--- src/rtl/slot_dec_pkg.sv ---
// Shared encodings for the instruction slot decoder.
// Assumes the 8-bit opcode layout: class in bits 2:0, size in 4:3, mode in 7:5.
package slot_dec_pkg;

    typedef enum logic [2:0] {
        CLS_LD    = 3'b000,
        CLS_LDX   = 3'b001,
        CLS_ST    = 3'b010,
        CLS_STX   = 3'b011,
        CLS_ALU   = 3'b100,
        CLS_JMP   = 3'b101,
        CLS_JMP32 = 3'b110,
        CLS_ALU64 = 3'b111
    } insn_class_e;

    typedef enum logic [2:0] {
        MD_IMM  = 3'b000,
        MD_ABS  = 3'b001,
        MD_IND  = 3'b010,
        MD_MEM  = 3'b011,
        MD_RSV4 = 3'b100,
        MD_RSV5 = 3'b101,
        MD_XADD = 3'b110,
        MD_RSV7 = 3'b111
    } ls_mode_e;

    typedef enum logic [1:0] {
        SZ_WORD = 2'b00,
        SZ_HALF = 2'b01,
        SZ_BYTE = 2'b10,
        SZ_DBL  = 2'b11
    } ls_size_e;

    localparam logic [3:0] OPC_CALL = 4'h8;
    localparam logic [3:0] OPC_SWAP = 4'hD;
    localparam logic [3:0] OPC_SDIV = 4'hE;
    localparam logic [3:0] OPC_SMOD = 4'hF;

    localparam int OPCODE_W = 8;
    localparam int CLASS_N  = 8;

endpackage

--- src/rtl/sd_field_extract.sv ---
// Field extractor: splits one slot into opcode, register indices, offset and
// immediate, honouring the selected byte/nibble order. Purely combinational.
// Assumes byte k of the slot is at bits 8k+7:8k and fields are byte aligned.
module sd_field_extract #(
    parameter int REG_W = 4,
    parameter int OFF_W = 16,
    parameter int IMM_W = 32
) (
    input  logic [slot_dec_pkg::OPCODE_W+2*REG_W+OFF_W+IMM_W-1:0] slot,
    input  logic                big_endian,
    output logic [slot_dec_pkg::OPCODE_W-1:0] opcode,
    output logic [REG_W-1:0]    dst_idx,
    output logic [REG_W-1:0]    src_idx,
    output logic [OFF_W-1:0]    off_raw,
    output logic [IMM_W-1:0]    imm_raw
);
    localparam int OPW       = slot_dec_pkg::OPCODE_W;
    localparam int RB_LO     = OPW;
    localparam int OFF_BYTES = OFF_W / 8;
    localparam int IMM_BYTES = IMM_W / 8;
    localparam int OFF_BASE  = (OPW + 2 * REG_W) / 8;
    localparam int IMM_BASE  = OFF_BASE + OFF_BYTES;

    logic [2*REG_W-1:0] reg_byte;

    // Opcode and register byte are at fixed positions.
    assign opcode   = slot[OPW-1:0];
    assign reg_byte = slot[RB_LO +: 2*REG_W];

    // Nibble order of the register byte follows the endianness mode.
    always_comb begin
        if (big_endian) begin
            dst_idx = reg_byte[2*REG_W-1:REG_W];
            src_idx = reg_byte[REG_W-1:0];
        end else begin
            dst_idx = reg_byte[REG_W-1:0];
            src_idx = reg_byte[2*REG_W-1:REG_W];
        end
    end

    // Offset bytes: lowest memory byte is least significant in little-endian.
    for (genvar i = 0; i < OFF_BYTES; i++) begin : g_off
        assign off_raw[i*8 +: 8] = big_endian ? slot[(OFF_BASE+OFF_BYTES-1-i)*8 +: 8]
                                              : slot[(OFF_BASE+i)*8 +: 8];
    end

    // Immediate bytes, same rule.
    for (genvar i = 0; i < IMM_BYTES; i++) begin : g_imm
        assign imm_raw[i*8 +: 8] = big_endian ? slot[(IMM_BASE+IMM_BYTES-1-i)*8 +: 8]
                                              : slot[(IMM_BASE+i)*8 +: 8];
    end

endmodule

--- src/rtl/sd_legality.sv ---
// Legality classifier: decides from the opcode whether an encoding is
// defined, whether it belongs to the extended set, and whether it is the
// two-slot wide load. Purely combinational; ext_en gates extended encodings.
module sd_legality (
    input  logic [slot_dec_pkg::OPCODE_W-1:0] opcode,
    input  logic ext_en,
    output logic legal,
    output logic ext_only,
    output logic wide
);
    import slot_dec_pkg::*;

    insn_class_e cls;
    ls_mode_e    mode;
    ls_size_e    size;
    logic [3:0]  op;
    logic        src_reg;

    // Opcode sub-fields in both views.
    always_comb begin
        cls     = insn_class_e'(opcode[2:0]);
        mode    = ls_mode_e'(opcode[7:5]);
        size    = ls_size_e'(opcode[4:3]);
        op      = opcode[7:4];
        src_reg = opcode[3];
    end

    // Per-class acceptance rules.
    always_comb begin
        legal    = 1'b0;
        ext_only = 1'b0;
        wide     = 1'b0;
        case (cls)
            CLS_ALU, CLS_ALU64: begin
                if (op == OPC_SDIV || op == OPC_SMOD) begin
                    ext_only = 1'b1;
                    legal    = ext_en;
                end else if (op == OPC_SWAP) begin
                    legal = (cls == CLS_ALU);
                end else begin
                    legal = 1'b1;
                end
            end
            CLS_JMP: begin
                if (op == OPC_CALL && src_reg) begin
                    ext_only = 1'b1;
                    legal    = ext_en;
                end else begin
                    legal = (op <= 4'hD);
                end
            end
            CLS_JMP32: legal = (op inside {[4'h1:4'h7], [4'hA:4'hD]});
            CLS_LD: begin
                case (mode)
                    MD_IMM: begin
                        legal = (size == SZ_DBL);
                        wide  = (size == SZ_DBL);
                    end
                    MD_ABS, MD_IND: legal = 1'b1;
                    default:        legal = 1'b0;
                endcase
            end
            CLS_LDX, CLS_ST: legal = (mode == MD_MEM);
            CLS_STX: legal = (mode == MD_MEM) ||
                             (mode == MD_XADD && (size == SZ_WORD || size == SZ_DBL));
            default: legal = 1'b0;
        endcase
    end

endmodule

--- src/rtl/slot_decoder.sv ---
// Instruction slot decoder top: registers the decoded bundle of each slot,
// waits for a second slot on the wide load and splices its immediate on top.
// Assumes big_endian_i is static across both slots of a wide load.
// Synchronous active-low reset.
module slot_decoder #(
    parameter int REG_W = 4,
    parameter int OFF_W = 16,
    parameter int IMM_W = 32
) (
    input  logic                clk,
    input  logic                rst_n,
    input  logic                big_endian_i,
    input  logic                ext_en_i,
    input  logic                slot_valid_i,
    input  logic [slot_dec_pkg::OPCODE_W+2*REG_W+OFF_W+IMM_W-1:0] slot_i,
    output logic                dec_valid_o,
    output logic                illegal_o,
    output logic                need_second_o,
    output logic [slot_dec_pkg::OPCODE_W-1:0] opcode_o,
    output logic [3:0]          op_o,
    output logic                src_is_reg_o,
    output logic [2:0]          mode_o,
    output logic [1:0]          size_o,
    output logic [slot_dec_pkg::CLASS_N-1:0] class_hot_o,
    output logic [REG_W-1:0]    dst_o,
    output logic [REG_W-1:0]    src_o,
    output logic [2*IMM_W-1:0]  off_o,
    output logic [2*IMM_W-1:0]  imm_o,
    output logic [2*IMM_W-1:0]  wide_imm_o,
    output logic                wide_o,
    output logic                ext_only_o
);
    import slot_dec_pkg::*;

    localparam int XLEN = 2 * IMM_W;

    logic [OPCODE_W-1:0] f_opcode;
    logic [REG_W-1:0]    f_dst, f_src;
    logic [OFF_W-1:0]    f_off;
    logic [IMM_W-1:0]    f_imm;
    logic                l_legal, l_ext, l_wide;
    logic [CLASS_N-1:0]  hot_d;
    logic [OPCODE_W-1:0] opcode_q;

    sd_field_extract #(.REG_W(REG_W), .OFF_W(OFF_W), .IMM_W(IMM_W)) u_fields (
        .slot       (slot_i),
        .big_endian (big_endian_i),
        .opcode     (f_opcode),
        .dst_idx    (f_dst),
        .src_idx    (f_src),
        .off_raw    (f_off),
        .imm_raw    (f_imm)
    );

    sd_legality u_legal (
        .opcode   (f_opcode),
        .ext_en   (ext_en_i),
        .legal    (l_legal),
        .ext_only (l_ext),
        .wide     (l_wide)
    );

    // One-hot class of the incoming opcode.
    always_comb begin
        hot_d = '0;
        hot_d[f_opcode[2:0]] = 1'b1;
    end

    // Result bundle register and the wide-load wait state.
    always_ff @(posedge clk) begin
        if (!rst_n) begin
            dec_valid_o   <= 1'b0;
            illegal_o     <= 1'b0;
            need_second_o <= 1'b0;
            opcode_q      <= '0;
            class_hot_o   <= '0;
            dst_o         <= '0;
            src_o         <= '0;
            off_o         <= '0;
            imm_o         <= '0;
            wide_imm_o    <= '0;
            wide_o        <= 1'b0;
            ext_only_o    <= 1'b0;
        end else begin
            dec_valid_o <= 1'b0;
            illegal_o   <= 1'b0;
            if (slot_valid_i) begin
                if (need_second_o) begin
                    wide_imm_o[XLEN-1:IMM_W] <= f_imm;
                    need_second_o            <= 1'b0;
                    dec_valid_o              <= 1'b1;
                end else begin
                    opcode_q    <= f_opcode;
                    class_hot_o <= hot_d;
                    dst_o       <= f_dst;
                    src_o       <= f_src;
                    off_o       <= {{(XLEN-OFF_W){f_off[OFF_W-1]}}, f_off};
                    imm_o       <= {{(XLEN-IMM_W){f_imm[IMM_W-1]}}, f_imm};
                    wide_imm_o  <= {{(XLEN-IMM_W){f_imm[IMM_W-1]}}, f_imm};
                    wide_o      <= l_wide;
                    ext_only_o  <= l_ext;
                    if (!l_legal)     illegal_o     <= 1'b1;
                    else if (l_wide)  need_second_o <= 1'b1;
                    else              dec_valid_o   <= 1'b1;
                end
            end
        end
    end

    // Opcode views are slices of the registered opcode.
    assign opcode_o     = opcode_q;
    assign op_o         = opcode_q[7:4];
    assign src_is_reg_o = opcode_q[3];
    assign mode_o       = opcode_q[7:5];
    assign size_o       = opcode_q[4:3];

    // valid and illegal are exclusive and never coincide with waiting.
    assert_valid_exclusive_R11: assert property (@(posedge clk) disable iff (!rst_n)
        dec_valid_o |-> (!illegal_o && !need_second_o));

    // no result pulse after an edge without an accepted slot.
    assert_quiet_when_idle_R11: assert property (@(posedge clk) disable iff (!rst_n)
        !$past(slot_valid_i) |-> (!dec_valid_o && !illegal_o));

    // a slot taken while waiting finishes the wide load.
    assert_second_slot_done_R6: assert property (@(posedge clk) disable iff (!rst_n)
        (need_second_o && slot_valid_i) |=> (dec_valid_o && wide_o && !need_second_o));

    // an extended-only result is valid only if the enable was high.
    assert_ext_gate_R8: assert property (@(posedge clk) disable iff (!rst_n)
        (dec_valid_o && ext_only_o) |-> $past(ext_en_i));

    // a valid load/store never carries a reserved mode.
    assert_no_reserved_mode_R7: assert property (@(posedge clk) disable iff (!rst_n)
        (dec_valid_o && (|class_hot_o[3:0])) |-> !(mode_o inside {3'b100, 3'b101, 3'b111}));

    // every result carries exactly one class bit.
    assert_class_onehot_R10: assert property (@(posedge clk) disable iff (!rst_n)
        (dec_valid_o || illegal_o) |-> ($countones(class_hot_o) == 1));

endmodule

--- config.mk ---
export PLATFORM = sky130hd
export DESIGN_NAME = slot_decoder
export DESIGN_NICKNAME = d
export VERILOG_FILES = /design/src/rtl/slot_dec_pkg.sv /design/src/rtl/sd_field_extract.sv /design/src/rtl/sd_legality.sv /design/src/rtl/slot_decoder.sv
export SDC_FILE = /design/constraint.sdc
export NUM_CORES = 1
export LEC_CHECK = 0
export ABC_AREA = 1
export BUFFER_PORTS_ARGS = -buffer_cell sky130_fd_sc_hd__buf_2
export CAP_MARGIN = 20
export CORE_MARGIN = 5
export CORE_UTILIZATION = 46
export DETAILED_ROUTE_END_ITERATION = 10
export GPL_ROUTABILITY_DRIVEN = 0
export HOLD_SLACK_MARGIN = 0.1
export PLACE_DENSITY = 0.86
export SETUP_SLACK_MARGIN = 0.3
export SYNTH_ARGS = -nofsm -noshare
export SYNTH_HDL_FRONTEND = slang
export SYNTH_SLANG_ARGS = --single-unit
--- constraint.sdc ---
create_clock -name clk -period 1.9 [get_ports clk]
set_input_delay 0.19 -clock clk [delete_from_list [all_inputs] [get_ports clk]]
set_output_delay 0.19 -clock clk [all_outputs]
set_load 0.02 [all_outputs]
# Word-level counts from Yosys, hierarchy flattened
# Index checks and enable logic that the tools add are counted.
[word_totals]
ff_bits = 141
input_bits = 69
word_cells = 84
[op_classes]
order_cmp = 6
n_eq_ne = 16
muxes = 28
bitwise = 3
reduce_logical = 18
[op_table]
columns = ["op", "n"]
rows = [
  ["two-way mux 8 bit", 6],
  ["two-way mux 31 bit", 1],
  ["== test 4 bit (second input constant)", 4],
  ["== test 3 bit (second input constant)", 5],
  ["two-way mux 1 bit", 15],
  ["== test 3 x 2 -> 1 bit (second input constant)", 4],
  ["two-way mux 4 bit", 2],
  ["== test 3 x 1 -> 1 bit (second input constant)", 2],
  ["zero test 3 bit", 2],
  ["one-hot mux 1 bit (6 select lines)", 1],
  ["OR reduction 2 bit", 3],
  ["logical AND 1 bit", 5],
  [">= comparator 4 x 1 -> 1 bit (second input constant)", 1],
  [">= comparator 4 bit (second input constant)", 1],
  ["less-or-equal comparator 4 x 3 -> 1 bit (second input constant)", 1],
  ["less-or-equal comparator 4 bit (second input constant)", 1],
  ["< comparator 3 x 4 -> 1 bit (second input constant)", 1],
  ["one-hot mux 1 bit (2 select lines)", 2],
  ["AND reduction 2 bit", 2],
  ["demux 1 bit (select 3 bit)", 1],
  [">= comparator 3 x 1 -> 1 bit (second input constant)", 1],
  ["logical OR 1 bit", 3],
  ["inverter 1 bit", 3],
  ["OR reduction 3 bit", 1],
  ["3 further kinds", 3],
]

# Longest topological paths before layout
[logic_depth]
word_depth = 7
depth_mapped = 10

# Hierarchy
# From an unflattened synthesis, not the netlist that was laid out.
[unflattened]
hier_cells = 916
area_unflattened_um2 = 6055.8
[modules_own_cells]
columns = ["mod", "n_inst", "cells_per_inst", "area_per_inst_um2", "seq_area_each_um2"]
rows = [
  ["slot_decoder", 1, 674, 5031.1, 2182.1],
  ["sd_field_extract", 1, 189, 788.3, 0.0],
  ["sd_legality", 1, 53, 236.5, 0.0],
]

# Least setup slack after synthesis
# OpenSTA, ideal clock, no wires.
[synth_path]
path_type = "flip-flop to output port"
start = "register, netlist name off_o[15]"
end = "output port off_o[16]"
arrival_time_ns = 1.493
setup_slack_ns = 0.217
stages_incl_launch_ff = 2
n_path_buf = 1
path_cell_list = "dfxtp_1 buf_4"
[synth_lines]
columns = ["item", "line_no", "source"]
rows = [
  ["end, declared", "slot_decoder.sv:27", "output logic [2*IMM_W-1:0] off_o,"],
]
# No word-level cell between the ends.

# Worst setup path after layout
[layout_path]
start = "register need_second_o"
end = "register off_o[8]"
[layout_between]
elab_chain_cells = 2
[layout_lines]
columns = ["item", "line_no", "source"]
rows = [
  ["start, declared", "slot_decoder.sv:18", "output logic need_second_o,"],
  ["start signal, assigned", "slot_decoder.sv:74", "need_second_o <= 1'b0;"],
  ["start signal, assigned", "slot_decoder.sv:90", "need_second_o <= 1'b0;"],
  ["start signal, assigned", "slot_decoder.sv:103", "else if (l_wide) need_second_o <= 1'b1;"],
  ["inverter 1 bit (no source line)", "n/a", ""],
  ["AND reduction 2 bit (no source line)", "n/a", ""],
  ["end signal, assigned", "slot_decoder.sv:97", "off_o <= {{(XLEN-OFF_W){f_off[OFF_W-1]}}, f_off};"],
]
# Every way passes these cells.
# A chain may end at the register's enable or synchronous reset.

==> tab_implementation.tex <==
\begin{tabular}{lr}
\hline
Metric & Value \\
\hline
\multicolumn{2}{l}{\textbf{Floorplan}} \\
Die Height & around 120 µm \\
Floorplan row count & 40 \\
Number of I/O pins & 300 \\
Floorplan die width & 121 µm \\
Total core area & 12,000 µm² \\
Starting Density & 47.0\% \\
Total Die Area & between 10,000 and 15,000 µm² \\
\multicolumn{2}{l}{\textbf{Cells and area}} \\
Post-layout nets & approximately 950 \\
Final Util & 55.5\% \\
Share of final-layout standard cells stronger than drive strength 1 & 39.3\% \\
Synthesis-to-layout area growth & 18.1\% \\
ANT cells & 0 \\
Non-filler instance count after layout & 1,033 \\
Final Instance Area & around 6700 µm² \\
Number of filler cells placed in the layout & approximately 1,100 \\
\multicolumn{2}{l}{\textbf{Power}} \\
Maximum vdd ir drop & approximately 0.57 mV \\
Leakage power & 3.74 nW \\
Psw & about 1.9 mW \\
Part of the total power dissipated in sequential elements & between 40\% and 50\% \\
Comb pwr share & 23.5\% \\
Fraction of power consumed by the clock network & between 30\% and 40\% \\
Net switching share of the total power & about a third \\
Cell Pwr Density & roughly 870 nW/µm² \\
Internal cell power & between 3 and 4 mW \\
\multicolumn{2}{l}{\textbf{Global routing}} \\
Maximum number of pins on one net before global-route repair & 71 \\
Overall fraction of global-route tracks in use & between 20\% and 30\% \\
Wire length of the first global-routing pass & 23,700 µm \\
Number of antenna violations at the first check in global routing & 0 \\
Via count of the first global-routing pass & around 4,400 \\
Remaining global-route overflow & 0 \\
\multicolumn{2}{l}{\textbf{Yosys}} \\
Async set-reset flop share out of synthesis & 0\% \\
Yosys synthesis warning count & 0 \\
Count leader, synth & sky130\_fd\_sc\_hd\_\_nand2\_1 \\
Gate Count Post-Synth & a little over 700 \\
Prevailing post-synth register cell & sky130\_fd\_sc\_hd\_\_dfxtp\_1 \\
Sequential area share after synthesis & about two fifths \\
Area contributors post-synth & sky130\_fd\_sc\_hd\_\_dfxtp\_1 (39\%), sky130\_fd\_sc\_hd\_\_buf\_4 (17\%), sky130\_fd\_sc\_hd\_\_nand2\_1 (8.5\%), sky130\_fd\_sc\_hd\_\_a21oi\_1 (7.4\%), sky130\_fd\_sc\_hd\_\_mux2i\_1 (5.5\%) \\
Netlist Area Pre-Place & 5640 µm² \\
Most instantiated cells after synthesis & sky130\_fd\_sc\_hd\_\_nand2\_1 (128), sky130\_fd\_sc\_hd\_\_buf\_4 (127), sky130\_fd\_sc\_hd\_\_dfxtp\_1 (109) \\
Syn Area/Cell & approximately 8 µm² \\
Unique cell type count in the Yosys netlist & 30 \\
Cell type contributing the most total cell area after synthesis & sky130\_fd\_sc\_hd\_\_dfxtp\_1 \\
Post-synth EDFFs & 0 \\
Mapped Nets & 790 \\
Share of the synthesized area in the top cell type & $\sim$39\% \\
Number of flip-flops and latches in the synthesized netlist & $\sim$110 \\
\multicolumn{2}{l}{\textbf{Clock tree}} \\
Clock tree from TritonCTS & yes \\
Number of clock sinks & about 110 \\
Buffer count from post-CTS setup fixing & 0 \\
Number of levels the H-tree was split into & 3 \\
CTS root buf & sky130\_fd\_sc\_hd\_\_clkbuf\_16 \\
Bufs on Longest Clock Path & 2 \\
Clock Pin Slew Worst Setup and Hold Paths & around 0.070 ns \\
Source-to-sink clock delay at the later pin of the worst-skew pair & 0.34 ns \\
Clock buffers created by TritonCTS & 9 \\
\multicolumn{2}{l}{\textbf{Detailed routing}} \\
Antenna viol nets, final & 0 \\
Detail-routed via count per cell & 5.03 \\
Post-detailed-routing wire length & roughly 16,000 µm \\
Number of DRC markers in iteration 0 & roughly 320 \\
DRC errors left & 0 \\
Post-DR wirelength/cell & between 15 and 20 µm \\
Number of iterations in the first detailed-routing pass & 5 \\
Vias after detailed routing & 5,199 \\
\multicolumn{2}{l}{\textbf{Timing}} \\
Max-Slew Margin vs Limit & a little under three quarters \\
Setup TNS & 0 ns \\
Min Tclk post-route & 1.38 ns \\
Setup Viol. Count Final & 0 \\
Worst-margin pin slew & 0.418 ns \\
Max frequency & a little over 0.7 GHz \\
Final hold slack & 0.109 ns \\
Total count of max-transition violations in the final report & 0 \\
Final hold vios & 0 \\
Layout Skew & 0.00927 ns \\
Unrepaired setup endpoints after global routing & no \\
Crit share post-route & between 70 and 80\% \\
\multicolumn{2}{l}{\textbf{Place}} \\
HPWL reported at the end of detailed placement & approximately 12,000 µm \\
Port bufs & about 300 \\
Placed insts & between 1,000 and 1,500 \\
Instance area after placement & about 6300 µm² \\
\multicolumn{2}{l}{\textbf{Worst setup path}} \\
CP Capture Type & flop \\
Path type of the worst setup path & flop to flop \\
WP data arrival & around 1.6 ns \\
Critical register-to-register path endpoint & off\_o[8]\$\_SDFFE\_PN0P\_ \\
Reg-to-reg slack, setup & 0.52 ns \\
Reg2reg start & need\_second\_o\$\_SDFFE\_PN0P\_ \\
Worst endpoint required time & $\sim$2.2 ns \\
Critical Path Start & need\_second\_o\$\_SDFFE\_PN0P\_ \\
Startpoint class of the critical path & flop \\
Maximum fanout count along the critical path & 22 \\
Length in cells of the worst reg-to-reg path & 5 \\
\multicolumn{2}{l}{\textbf{Hold path}} \\
Worst min path class & input pin to flop \\
Startpoint of the lowest-slack hold path & slot\_i[15] \\
Hold Path Cell Cnt & 3 \\
Worst Hold Endpoint & src\_o[3]\$\_SDFFE\_PN0P\_ \\
\multicolumn{2}{l}{\textbf{Status}} \\
Outcome & finished clean \\
\multicolumn{2}{l}{\textbf{Run}} \\
Number of maximum-capacitance constraint violations & 0 \\
\hline
\end{tabular}
==> through the flow <==
| stage | setup WS (ns) | power (mW) |
|---|---|---|
| after global routing | 0.398 | 6.08 |
| after CTS | 0.312 | 5.87 |
| after detailed placement | 0.441 | 3.96 |
| after global placement | 0.473 | 3.94 |
| after floorplan | 0.485 | 3.67 |
| final | 0.521 | 5.82 |
==> timing repair <==
item | CTS | global route
resized for setup | 0 | 2
hold endpoints to repair | 6 | 0
hold buffers | 6 | 0
setup endpoints to repair | 0 | 66
==> worst max-delay path: stages (launching register included) <==
cell                      delay [ns]
sky130_fd_sc_hd__dfxtp_1        0.43
sky130_fd_sc_hd__nor2_4         0.09
sky130_fd_sc_hd__inv_2          0.30
sky130_fd_sc_hd__buf_4          0.25
sky130_fd_sc_hd__a21oi_1        0.06
sky130_fd_sc_hd__a21oi_1        0.16
==> per-layer routing <==
layer	track usage, %	vias to the layer above	routed length (µm)	share of wire [%]
li1	-	2570	-	-
met1	26.6	2355	6640	42
met2	32.4	241	7740	48
met3	4.12	33	1170	7.3
met4	8.00	0	448	2.8
met5	0	-	0	0
==> logic make-up after synthesis <==
kind of cell / share of synthesized area, %
AOI/OAI and AO/OA: 18.6
xor gates and xnor gates: 0.155
adders and majority gates: 0.222
buffers and inverters: 24.4
DFF: 38.7
muxes: 5.50
and+or+nand+nor: 12.5
==> sequential cells by signal, summed over array words and instances, names as in the netlist, 4 cells and up <==
name	count
off_o	16
opcode_o	8
src_o	4
dst_o	4
wide_imm_o	64
class_hot_o	8
==> cell type report <==
class | count | area, µm² | share of cell area [%]
Inverter | 56 | 213 | 3.19
Sequential cell | 109 | 2190 | 32.8
Multi-Input combinational cell | 388 | 2080 | 31.3
Clock inverter | 5 | 58.8 | 0.882
Clock buffer | 11 | 243 | 3.64
Tap cell | 147 | 184 | 2.76
Timing Repair Buffer | 317 | 1700 | 25.5
==> power groups by stage <==
stage,sequential [mW],combinational (mW),clock (mW)
after CTS,2.55,1.37,1.95
final,2.55,1.37,1.91
after global placement,2.59,1.34,0
after global routing,2.57,1.47,2.04
after detailed placement,2.60,1.36,0
after floorplan,2.77,0.894,0
==> worst max path at each step <==
stage | to | cells after the start
after global routing | off_o[9]$_SDFFE_PN0P_ | 5
final | off_o[8]$_SDFFE_PN0P_ | 5
after detailed placement | wide_imm_o[60]$_SDFFE_PN0P_ | 6
after global placement | wide_imm_o[60]$_SDFFE_PN0P_ | 6
after floorplan | imm_o[32] | 1
after CTS | off_o[15] | 1
==> layout by cell type, fill, tap and decap left out, types with 4 or more instances in the layout <==
cell,Yosys,layout
sky130_fd_sc_hd__dfxtp_1,109,107
sky130_fd_sc_hd__inv_2,8,8
sky130_fd_sc_hd__nand3_1,14,14
sky130_fd_sc_hd__o21ai_1,27,27
sky130_fd_sc_hd__nor2_1,12,12
sky130_fd_sc_hd__o211ai_1,37,37
sky130_fd_sc_hd__inv_1,46,46
sky130_fd_sc_hd__o21ai_0,39,39
sky130_fd_sc_hd__clkbuf_16,0,9
sky130_fd_sc_hd__buf_12,0,4
sky130_fd_sc_hd__a21oi_1,83,83
sky130_fd_sc_hd__mux2i_1,31,31
sky130_fd_sc_hd__dlygate4sd3_1,0,6
sky130_fd_sc_hd__buf_2,13,299
sky130_fd_sc_hd__nand2_1,128,128
sky130_fd_sc_hd__buf_4,127,8
(Power assumes the default switching activity.)
